==> src/rtl/mctl_pkg.sv <==
package mctl_pkg;

  localparam int unsigned ADDR_W = 12;
  typedef logic [ADDR_W-1:0] csr_addr_t;

  localparam csr_addr_t A_MSTATUS = 12'h300;
  localparam csr_addr_t A_MEDELEG = 12'h302;
  localparam csr_addr_t A_MIDELEG = 12'h303;
  localparam csr_addr_t A_MIE     = 12'h304;
  localparam csr_addr_t A_MTVEC   = 12'h305;
  localparam csr_addr_t A_MIP     = 12'h344;
  localparam csr_addr_t A_SSTATUS = 12'h100;
  localparam csr_addr_t A_SIE     = 12'h104;
  localparam csr_addr_t A_STVEC   = 12'h105;
  localparam csr_addr_t A_SIP     = 12'h144;

  // status field positions (low 20 bits; the dirty summary is bit XLEN-1)
  localparam int unsigned ST_FS_LO  = 13;
  localparam int unsigned ST_XS_LO  = 15;
  localparam int unsigned ST_MPP_LO = 11;

  localparam logic [19:0] ST_WMASK   = 20'hE79AA; // writable machine fields
  localparam logic [19:0] ST_VMMASK  = 20'hE1800; // translation-relevant fields
  localparam logic [19:0] ST_MPPMASK = 20'h01800;
  localparam logic [19:0] ST_SVMASK  = 20'hDE133; // supervisor window, low part
  localparam logic [9:0]  IRQ_ENMASK = 10'h2AA;
  localparam logic [9:0]  IRQ_DGMASK = 10'h222;
  localparam logic [9:0]  IRQ_PNMASK = 10'h022;
  localparam logic [15:0] EXC_DGMASK = 16'hBFFF;

  typedef enum logic [3:0] {
    SEL_NONE, SEL_MSTATUS, SEL_SSTATUS, SEL_MIE, SEL_SIE, SEL_MIP,
    SEL_SIP, SEL_MIDELEG, SEL_MEDELEG, SEL_MTVEC, SEL_STVEC
  } csr_sel_t;

  function automatic csr_sel_t csr_decode(input csr_addr_t a);
    case (a)
      A_MSTATUS: return SEL_MSTATUS;
      A_SSTATUS: return SEL_SSTATUS;
      A_MIE:     return SEL_MIE;
      A_SIE:     return SEL_SIE;
      A_MIP:     return SEL_MIP;
      A_SIP:     return SEL_SIP;
      A_MIDELEG: return SEL_MIDELEG;
      A_MEDELEG: return SEL_MEDELEG;
      A_MTVEC:   return SEL_MTVEC;
      A_STVEC:   return SEL_STVEC;
      default:   return SEL_NONE;
    endcase
  endfunction

endpackage

==> src/rtl/mctl_status_reg.sv <==
module mctl_status_reg
  import mctl_pkg::*;
#(
  parameter int unsigned XLEN      = 32,
  parameter bit          HAS_SMODE = 1'b1,
  parameter bit          HAS_UMODE = 1'b1
) (
  input  logic            clk,
  input  logic            rst,
  input  logic            we,
  input  logic [XLEN-1:0] wval,
  output logic [XLEN-1:0] q,
  output logic            flush
);

  localparam logic [XLEN-1:0] WMASK   = XLEN'(ST_WMASK);
  localparam logic [XLEN-1:0] VMMASK  = XLEN'(ST_VMMASK);
  localparam logic [XLEN-1:0] MPPMASK = XLEN'(ST_MPPMASK);
  localparam logic [XLEN-1:0] RSTVAL  = XLEN'(ST_MPPMASK);
  localparam int unsigned     SD_BIT  = XLEN - 1;

  logic [1:0]      mpp_in;
  logic            mpp_ok;
  logic [XLEN-1:0] mask;
  logic [XLEN-1:0] legal;

  always_comb begin
    mpp_in = wval[ST_MPP_LO +: 2];
    mpp_ok = !((mpp_in == 2'd2) ||
               (mpp_in == 2'd1 && !HAS_SMODE) ||
               (mpp_in == 2'd0 && !HAS_UMODE));
    mask   = mpp_ok ? WMASK : (WMASK & ~MPPMASK);
    legal  = (q & ~mask) | (wval & mask);
    if (legal[ST_FS_LO +: 2] != 2'b00)
      legal[ST_FS_LO +: 2] = 2'b11;
    legal[SD_BIT] = (legal[ST_FS_LO +: 2] == 2'b11) ||
                    (legal[ST_XS_LO +: 2] == 2'b11);
  end

  always_ff @(posedge clk) begin
    if (rst) begin
      q     <= RSTVAL;
      flush <= 1'b0;
    end else begin
      flush <= we && (((legal ^ q) & VMMASK) != '0);
      if (we)
        q <= legal;
    end
  end

endmodule

==> src/rtl/mctl_irq_regs.sv <==
module mctl_irq_regs
  import mctl_pkg::*;
#(
  parameter int unsigned XLEN = 32
) (
  input  logic            clk,
  input  logic            rst,
  input  logic            we_mie,
  input  logic            we_sie,
  input  logic            we_mip,
  input  logic            we_sip,
  input  logic            we_mideleg,
  input  logic            we_medeleg,
  input  logic [XLEN-1:0] wval,
  output logic [XLEN-1:0] mie_q,
  output logic [XLEN-1:0] mip_q,
  output logic [XLEN-1:0] mideleg_q,
  output logic [XLEN-1:0] medeleg_q
);

  localparam logic [XLEN-1:0] ENMASK  = XLEN'(IRQ_ENMASK);
  localparam logic [XLEN-1:0] DGMASK  = XLEN'(IRQ_DGMASK);
  localparam logic [XLEN-1:0] PNMASK  = XLEN'(IRQ_PNMASK);
  localparam logic [XLEN-1:0] EXCMASK = XLEN'(EXC_DGMASK);

  logic [XLEN-1:0] en_src, en_msk, pn_src, pn_msk;

  always_comb begin
    // supervisor windows narrow the write to the delegated bits
    en_src = we_sie ? wval : wval;
    en_msk = we_sie ? (ENMASK & mideleg_q) : ENMASK;
    pn_src = wval;
    pn_msk = we_sip ? (PNMASK & mideleg_q) : PNMASK;
  end

  always_ff @(posedge clk) begin
    if (rst) begin
      mie_q     <= '0;
      mip_q     <= '0;
      mideleg_q <= '0;
      medeleg_q <= '0;
    end else begin
      if (we_mie || we_sie)
        mie_q <= (mie_q & ~en_msk) | (en_src & en_msk);
      if (we_mip || we_sip)
        mip_q <= (mip_q & ~pn_msk) | (pn_src & pn_msk);
      if (we_mideleg)
        mideleg_q <= wval & DGMASK;
      if (we_medeleg)
        medeleg_q <= wval & EXCMASK;
    end
  end

endmodule

==> src/rtl/mctl_tvec_reg.sv <==
module mctl_tvec_reg #(
  parameter int unsigned XLEN = 32
) (
  input  logic            clk,
  input  logic            rst,
  input  logic            we,
  input  logic [XLEN-1:0] wval,
  output logic [XLEN-1:0] q
);

  always_ff @(posedge clk) begin
    if (rst)
      q <= '0;
    else if (we && (wval[1:0] == 2'b00))
      q <= {wval[XLEN-1:2], 2'b00};
  end

endmodule

==> src/rtl/mctl_read_mux.sv <==
module mctl_read_mux
  import mctl_pkg::*;
#(
  parameter int unsigned XLEN = 32
) (
  input  logic            clk,
  input  logic            rst,
  input  csr_addr_t       rd_addr,
  input  logic [XLEN-1:0] mstatus_q,
  input  logic [XLEN-1:0] mie_q,
  input  logic [XLEN-1:0] mip_q,
  input  logic [XLEN-1:0] mideleg_q,
  input  logic [XLEN-1:0] medeleg_q,
  input  logic [XLEN-1:0] mtvec_q,
  input  logic [XLEN-1:0] stvec_q,
  output logic [XLEN-1:0] rd_data
);

  localparam logic [XLEN-1:0] SVMASK = XLEN'(ST_SVMASK) | (XLEN'(1) << (XLEN - 1));

  logic [XLEN-1:0] rd_next;

  always_comb begin
    case (csr_decode(rd_addr))
      SEL_MSTATUS: rd_next = mstatus_q;
      SEL_SSTATUS: rd_next = mstatus_q & SVMASK;
      SEL_MIE:     rd_next = mie_q;
      SEL_SIE:     rd_next = mie_q & mideleg_q;
      SEL_MIP:     rd_next = mip_q;
      SEL_SIP:     rd_next = mip_q & mideleg_q;
      SEL_MIDELEG: rd_next = mideleg_q;
      SEL_MEDELEG: rd_next = medeleg_q;
      SEL_MTVEC:   rd_next = mtvec_q;
      SEL_STVEC:   rd_next = stvec_q;
      default:     rd_next = '0;
    endcase
  end

  always_ff @(posedge clk) begin
    if (rst)
      rd_data <= '0;
    else
      rd_data <= rd_next;
  end

endmodule

==> src/rtl/mctl_csr_bank.sv <==
module mctl_csr_bank
  import mctl_pkg::*;
#(
  parameter int unsigned XLEN      = 32,
  parameter bit          HAS_SMODE = 1'b1,
  parameter bit          HAS_UMODE = 1'b1
) (
  input  logic            clk,
  input  logic            rst,
  input  logic            wr_en,
  input  logic [11:0]     wr_addr,
  input  logic [XLEN-1:0] wr_data,
  input  logic [11:0]     rd_addr,
  output logic [XLEN-1:0] rd_data,
  output logic            tlb_flush,
  output logic            wr_bad
);

  localparam logic [XLEN-1:0] SVMASK = XLEN'(ST_SVMASK) | (XLEN'(1) << (XLEN - 1));
  localparam int unsigned     NVEC   = 2;

  csr_sel_t        wsel;
  logic [XLEN-1:0] st_wval;
  logic            st_we;
  logic [XLEN-1:0] mstatus_q, mie_q, mip_q, mideleg_q, medeleg_q;
  logic [XLEN-1:0] mtvec_q, stvec_q;
  logic [XLEN-1:0] vec_q [NVEC];

  always_comb begin
    wsel    = csr_decode(wr_addr);
    st_we   = wr_en && (wsel == SEL_MSTATUS || wsel == SEL_SSTATUS);
    st_wval = (wsel == SEL_SSTATUS) ? ((mstatus_q & ~SVMASK) | (wr_data & SVMASK))
                                    : wr_data;
  end

  mctl_status_reg #(
    .XLEN(XLEN), .HAS_SMODE(HAS_SMODE), .HAS_UMODE(HAS_UMODE)
  ) u_status (
    .clk(clk), .rst(rst), .we(st_we), .wval(st_wval),
    .q(mstatus_q), .flush(tlb_flush)
  );

  mctl_irq_regs #(.XLEN(XLEN)) u_irq (
    .clk(clk), .rst(rst),
    .we_mie(wr_en && wsel == SEL_MIE),
    .we_sie(wr_en && wsel == SEL_SIE),
    .we_mip(wr_en && wsel == SEL_MIP),
    .we_sip(wr_en && wsel == SEL_SIP),
    .we_mideleg(wr_en && wsel == SEL_MIDELEG),
    .we_medeleg(wr_en && wsel == SEL_MEDELEG),
    .wval(wr_data),
    .mie_q(mie_q), .mip_q(mip_q), .mideleg_q(mideleg_q), .medeleg_q(medeleg_q)
  );

  // index 0: machine vector, index 1: supervisor vector
  for (genvar g = 0; g < NVEC; g++) begin : g_vec
    localparam csr_sel_t VSEL = (g == 0) ? SEL_MTVEC : SEL_STVEC;
    mctl_tvec_reg #(.XLEN(XLEN)) u_vec (
      .clk(clk), .rst(rst), .we(wr_en && wsel == VSEL),
      .wval(wr_data), .q(vec_q[g])
    );
  end

  assign mtvec_q = vec_q[0];
  assign stvec_q = vec_q[1];

  mctl_read_mux #(.XLEN(XLEN)) u_rd (
    .clk(clk), .rst(rst), .rd_addr(rd_addr),
    .mstatus_q(mstatus_q), .mie_q(mie_q), .mip_q(mip_q),
    .mideleg_q(mideleg_q), .medeleg_q(medeleg_q),
    .mtvec_q(mtvec_q), .stvec_q(stvec_q), .rd_data(rd_data)
  );

  always_ff @(posedge clk) begin
    if (rst)
      wr_bad <= 1'b0;
    else
      wr_bad <= wr_en && (wsel == SEL_NONE);
  end

endmodule

==> config.mk <==
export PLATFORM = sky130hd
export DESIGN_NAME = mctl_csr_bank
export DESIGN_NICKNAME = d
export VERILOG_FILES = /design/src/rtl/mctl_pkg.sv /design/src/rtl/mctl_status_reg.sv /design/src/rtl/mctl_irq_regs.sv /design/src/rtl/mctl_tvec_reg.sv /design/src/rtl/mctl_read_mux.sv /design/src/rtl/mctl_csr_bank.sv
export SDC_FILE = /design/constraint.sdc
export NUM_CORES = 1
export LEC_CHECK = 0
export CORE_AREA = 2 2 103 105
export DETAILED_ROUTE_END_ITERATION = 8
export DIE_AREA = 0 0 105 107
export HOLD_SLACK_MARGIN = 0.15
export PLACE_DENSITY = 0.95
export SYNTH_ARGS = -nofsm -noshare
export SYNTH_HDL_FRONTEND = slang
export SYNTH_SLANG_ARGS = --single-unit
==> constraint.sdc <==
create_clock -name clk -period 3.8 [get_ports clk]
set_clock_uncertainty 0.1 [all_clocks]
set_input_delay 0.57 -clock clk [delete_from_list [all_inputs] [get_ports clk]]
set_output_delay 0.57 -clock clk [all_outputs]
set_load 0.05 [all_outputs]
---- Word level (Yosys, flattened, before mapping) ----
Index checks and enable logic that the tools add are counted.
operators by class
  eq/ne operators ......................... 43
  mux-type cells .......................... 8
  bitwise operators ....................... 16
  reductions and logical operators ........ 21
operator list
  cell                  count
  $pmux 32 s10          1
  $eq 12x10->1 const B  12
  $and 32x10->32        3
  $eq 12x9->1 const B   8
  $pmux 4 s10           2
  $and 32x32->32        2
  $not 32->32           2
  $or 32x32->32         2
  $and 31x31->31        2
  $and 32x6->32         1
  $eq 4x3->1 const B    8
  $reduce_bool 32->1    1
  $mux 31               1
  $not 31->31           1
  $or 31x20->31         1
  $or 31x31->31         1
  $eq 4x4->1 const B    6
  $xor 20x20->20        1
  $eq 4x2->1 const B    4
  $logic_and 1x1->1     13
  $mux 13               1
  $mux 10               1
  $eq 4x1->1 const B    2
  $eq 2x2->1 const B    3
  other kinds (6)       9
storage, ports and cells
  bits in registers ....................... 208
  input port bits ......................... 59
  output and inout bits ................... 34
  logic and storage cells ................. 98

---- Logic depth before layout (Yosys ltp) ----
  word-level depth ........................ 14
  mapped depth ............................ 8

---- Cells and area by module ----
A second synthesis with hierarchy kept.
second synthesis, totals
  cell total of the unflattened synthesis .. 1050
  area, all modules ....................... 9267.6 um^2
by module, submodules not included
  module           times used  cells an instance  area each (um^2)
  mctl_read_mux    1           451                3415.8
  mctl_tvec_reg    2           133                1381.3
  mctl_irq_regs    1           190                1721.7
  mctl_csr_bank    1           72                 725.7
  mctl_status_reg  1           71                 641.9

---- Least setup slack after synthesis ----
No wires, ideal clock.
  kind .................................... input port to flip-flop
  from .................................... in wr_addr[6]
  to ...................................... reg u_status.q[11]
  setup time .............................. 120 ps
  data arrival time ....................... 2262 ps
  path slack .............................. 1319 ps
  cell stages on the path ................. 6
  buffers on the path ..................... 1
  cells stage by stage .................... clkbuf_1 > or3b_1 > nand3_1 > or4b_1 > or3_1 > a211o_1
on the way
  longest elaborated chain between the ends .. 9
  elaborated cells on any way between the ends .. 22
  those cells by class .................... 13 x eq/ne; 3 x mux; 4 x bitwise; 2 x reduce/logical
RTL lines
  item                                                RTL line                                  text
  start, declared                                     mctl_csr_bank.sv:11                       input logic [11:0] wr_addr,
  $eq 12x9->1 / $eq 12x10->1 (equally long branches)  mctl_pkg.sv:37                            case (a)
  $pmux 4 s10 (*)                                     mctl_pkg.sv:37
  $eq 4x2->1                                          mctl_csr_bank.sv:31, mctl_csr_bank.sv:32
  $mux 31                                             mctl_csr_bank.sv:32                       st_wval = (wsel == SEL_SSTATUS) ? ((mstatus_q & ~SVMASK) | (wr_data & SVMASK))
  $eq 2x2->1                                          mctl_status_reg.sv:29                     mpp_ok = !((mpp_in == 2'd2) ||
  $mux 13                                             mctl_status_reg.sv:32                     mask = mpp_ok ? WMASK : (WMASK & ~MPPMASK);
  $not 31->31                                         mctl_status_reg.sv:33                     legal = (q & ~mask) | (wval & mask);
  $and 31x31->31                                      mctl_status_reg.sv:33
  $or 31x31->31                                       mctl_status_reg.sv:33
  end signal, assigned                                mctl_status_reg.sv:47                     q <= legal;
  end, declared                                       mctl_status_reg.sv:12                     output logic [XLEN-1:0] q,
Every way passes the cells marked *; elsewhere a longest branch is shown, timed or not.
A chain may end at the register's enable or synchronous reset.

---- Final worst setup path ----
  from .................................... in wr_addr[0]
  to ...................................... reg u_irq.medeleg_q[5]
on the way
  longest elaborated chain between the ends .. 4
  elaborated cells on any way between the ends .. 13
  those cells by class .................... 11 x eq/ne; 1 x mux; 1 x reduce/logical
RTL lines
  item                                                RTL line             text
  $eq 12x9->1 / $eq 12x10->1 (equally long branches)  mctl_pkg.sv:37
  $pmux 4 s10 (*)                                     mctl_pkg.sv:37
  $eq 4x4->1 (*)                                      mctl_csr_bank.sv:50  .we_medeleg(wr_en && wsel == SEL_MEDELEG),
  $logic_and 1x1->1 (*)                               mctl_csr_bank.sv:50
  end signal, assigned                                mctl_irq_regs.sv:50  medeleg_q <= wval & EXCMASK;
  end, declared                                       mctl_irq_regs.sv:18  output logic [XLEN-1:0] medeleg_q
Marked as above.

==> flow_metrics.tcl <==
set metrics [dict create \
    cts.sinks 130 \
    synth_cell_type_count 69 \
    rsz0062_at_grt "false" \
    cts-htree-levels 4 \
    cpMaxStageDelayCell "and4b_1" \
    numPortBuffers 92 \
    setup_viol 0 \
    synthesis.nets 718 \
    r2r_start "u_irq.mideleg_q[1]" \
    num_vias 5594 \
    clock.fmax_mhz 350 \
    multiInputGateArea_um2 2880 \
    drive_gt1_share_pct 9.67 \
    post_cts_buffers 0 \
    finalSetupTns_ns 0 \
    crit_chain "clkdlybuf4s50_1, nor4bb_1, o21ai_0, and4b_1, mux2i_1, nor2_1" \
    antenna_cells 0 \
    drt_iter0_markers 682 \
    viasPerCell 6.43 \
    routabilityCongestion 0.898 \
    clock_path_buffers 2 \
    hold_class "flip-flop to flip-flop" \
    reg2reg_slack_ns 2.02 \
    synth_seq_area_share_pct 45.3 \
    run_status "complete, no violations" \
    synthArstFlopShare_pct 0 \
    dieArea_um2 11200 \
    yosysTopAreaCell "dfxtp_1" \
    ff2ff_path_depth 4 \
    yosysMostFrequentCell "dfxtp_1" \
    met2WireLength_mm 8.22 \
    p_leak_uw 0.00238 \
    crit_buf_inv 1 \
    cap_violations 0 \
    crit_fanout 15 \
    tightest_slew_ns 1.06 \
    initial_core_util_pct 56.9 \
    core_area_um2 10100 \
    grt_antenna_before_repair 0 \
    reg2reg_to "u_rd.rd_data[1]" \
    max_slew_margin_pct 29.6 \
    whs_path_depth 2 \
    synthesis.area_um2 5740 \
    final-seq-area_um2 2600 \
    clock_latency_ns 0.53 \
    min_from "u_irq.medeleg_q[0]" \
    worst-setup-path-type "input pin to flip-flop" \
    grt_pass1_wl_mm 27.0 \
    cp-end-kind "flip-flop" \
    cts_tree "yes" \
    met3_length_mm 1.43 \
    drt-pass1-iter-count 9 \
    wirelength_met1_mm 6.70 \
    grt_usage_pct 30.0 \
    synthFlopType "dfxtp_1" \
    clk_pin_slew_ns 0.06 \
    ctsHoldBuffers 0 \
    period_needed_ns 2.85 \
    wirelength_mm 16.9 \
    ys.warnings.count 0 \
    path_depth 6 \
    ctsRootBufferMaster "clkbuf_8" \
    syn_to_final_growth_pct 25.8 \
    ys_ff_latch 130 \
    postSynthAreaPerCell_um2 8.71 \
    hold_viol_final 0 \
    critPathRequiredTime_ns 4.09 \
    synth_top_area_share_pct 45.3 \
    drc 0 \
    grt-ovfl-total 0 \
    arrival_ns 3.14 \
    ir_drop_v 0.000318 \
    ctsResizeCount 0 \
    fillCellCount 723 \
    critPathTopFamily "simple AND/OR/NAND/NOR gates" \
    ant_nets 0 \
    grt_pass1_vias 5447 \
    synth_commonest_cells "dfxtp_1, a21oi_1, o21ai_0" \
    die_y_um 107 \
    final_net_count 780 \
    drv_slew 0 \
    hold-path-endpoint "u_rd.rd_data[0]" \
    route.detailed.wl_per_inst_um 19.4 \
    utilization_pct 71.6 \
    synth.area.top_cells "dfxtp_1, mux2i_1, a21oi_1, o21ai_0, nand3_1" \
    pin_count 93 \
    place_hpwl_mm 10.4 \
    top_layer "met4" \
    rows 37 \
    cpPeakStageDelay_ns 0.97 \
    syn-instance-count 659 \
    power.density_nw_per_um2 427 \
    fp.dieW_um 105 \
    critPathLaunchType "input pin" \
    post-route-period-util_pct 75.1 \
    grt_max_degree 61 \
    cts-buffers-inserted 17 \
    synth_edf_count 0 \
]
==> power breakdown <==
group	switching [µW]	total (µW)	internal, µW	leakage, µW
logic	115	199	83.7	0.00106
registers	0.207	1360	1360	0.00105
clock network	689	1520	835	0.000270
total	805	3090	2280	0.00238
==> sequential cells by signal, indices dropped and copies added (netlist names), named ones only <==
signal	flops
u_irq.mideleg_q	3
u_rd.rd_data	32
wr_bad	1
u_status.flush	1
u_status.q	9
g_vec.u_vec.q	60
u_irq.medeleg_q	15
==> cells in the final DEF (no fill, tap or decap), drive strengths merged, types with 15 or more instances in the layout <==
cell type	n
nor2	57
clkbuf	17
o21ai	76
nand2	19
dfxtp	130
clkdlybuf4s50	90
a22oi	15
nand3	61
a21oi	75
mux2i	43
==> metal layers <==
layer	global-route usage (%)	vias to the layer above
met2	49.9	336
met1	36.8	2680
met5	0	-
met3	6.93	60
li1	-	2518
met4	14.6	0
==> worst reg2reg max path: stages, from the launching register on <==
cell	delay, ns
dfxtp_1	0.42
o211ai_1	0.13
a2111oi_0	0.57
a221oi_1	0.11
o21ai_0	0.33
==> worst max path at each step <==
stage	to	slack (ns)	startpoint
6_report	u_irq.medeleg_q[5]	0.95	wr_addr[0]
5_1_grt	u_irq.medeleg_q[5]	0.89	wr_addr[0]
4_1_cts	u_irq.medeleg_q[5]	1.02	wr_addr[0]
3_5_place_dp	u_irq.medeleg_q[8]	0.52	wr_addr[0]
3_3_place_gp	u_status.q[11]	0.60	wr_addr[5]
2_1_floorplan	u_status.q[11]	1.32	wr_addr[6]
==> stage by stage <==
stage               total power, µW  hold slack, ns  cells  setup slack (ns)  instance area, µm²
floorplan                      1490           0.309    659              1.32                5740
global placement               1580           0.338    838             0.604                6670
detailed placement             1580           0.336    838             0.519                6670
CTS                            3080           0.353    870              1.02                7220
global route                   3160           0.362    870             0.886                7220
finish                         3090           0.352    870             0.947                7220
==> cell families (layout without fill, tap and decap cells) <==
family,Yosys count,in the layout,synth area share (%)
multiplexers,50,50,8.87
AO/OA/AOI/OAI,197,197,20.0
buffers and inverters,65,140,4.60
flip-flops,130,130,45.3
XOR/XNOR,5,5,0.763
AND/OR/NAND/NOR,212,212,20.5
==> layout make-up <==
type	instances	area share (%)
timing repair buffer	104	13.9
clock buffer	17	5.73
clock inverter	15	1.91
tap	136	2.36
multi-input combinational	464	39.9
sequential	130	36.0
inverter	4	0.208
Power figures use the tool's default switching activity.
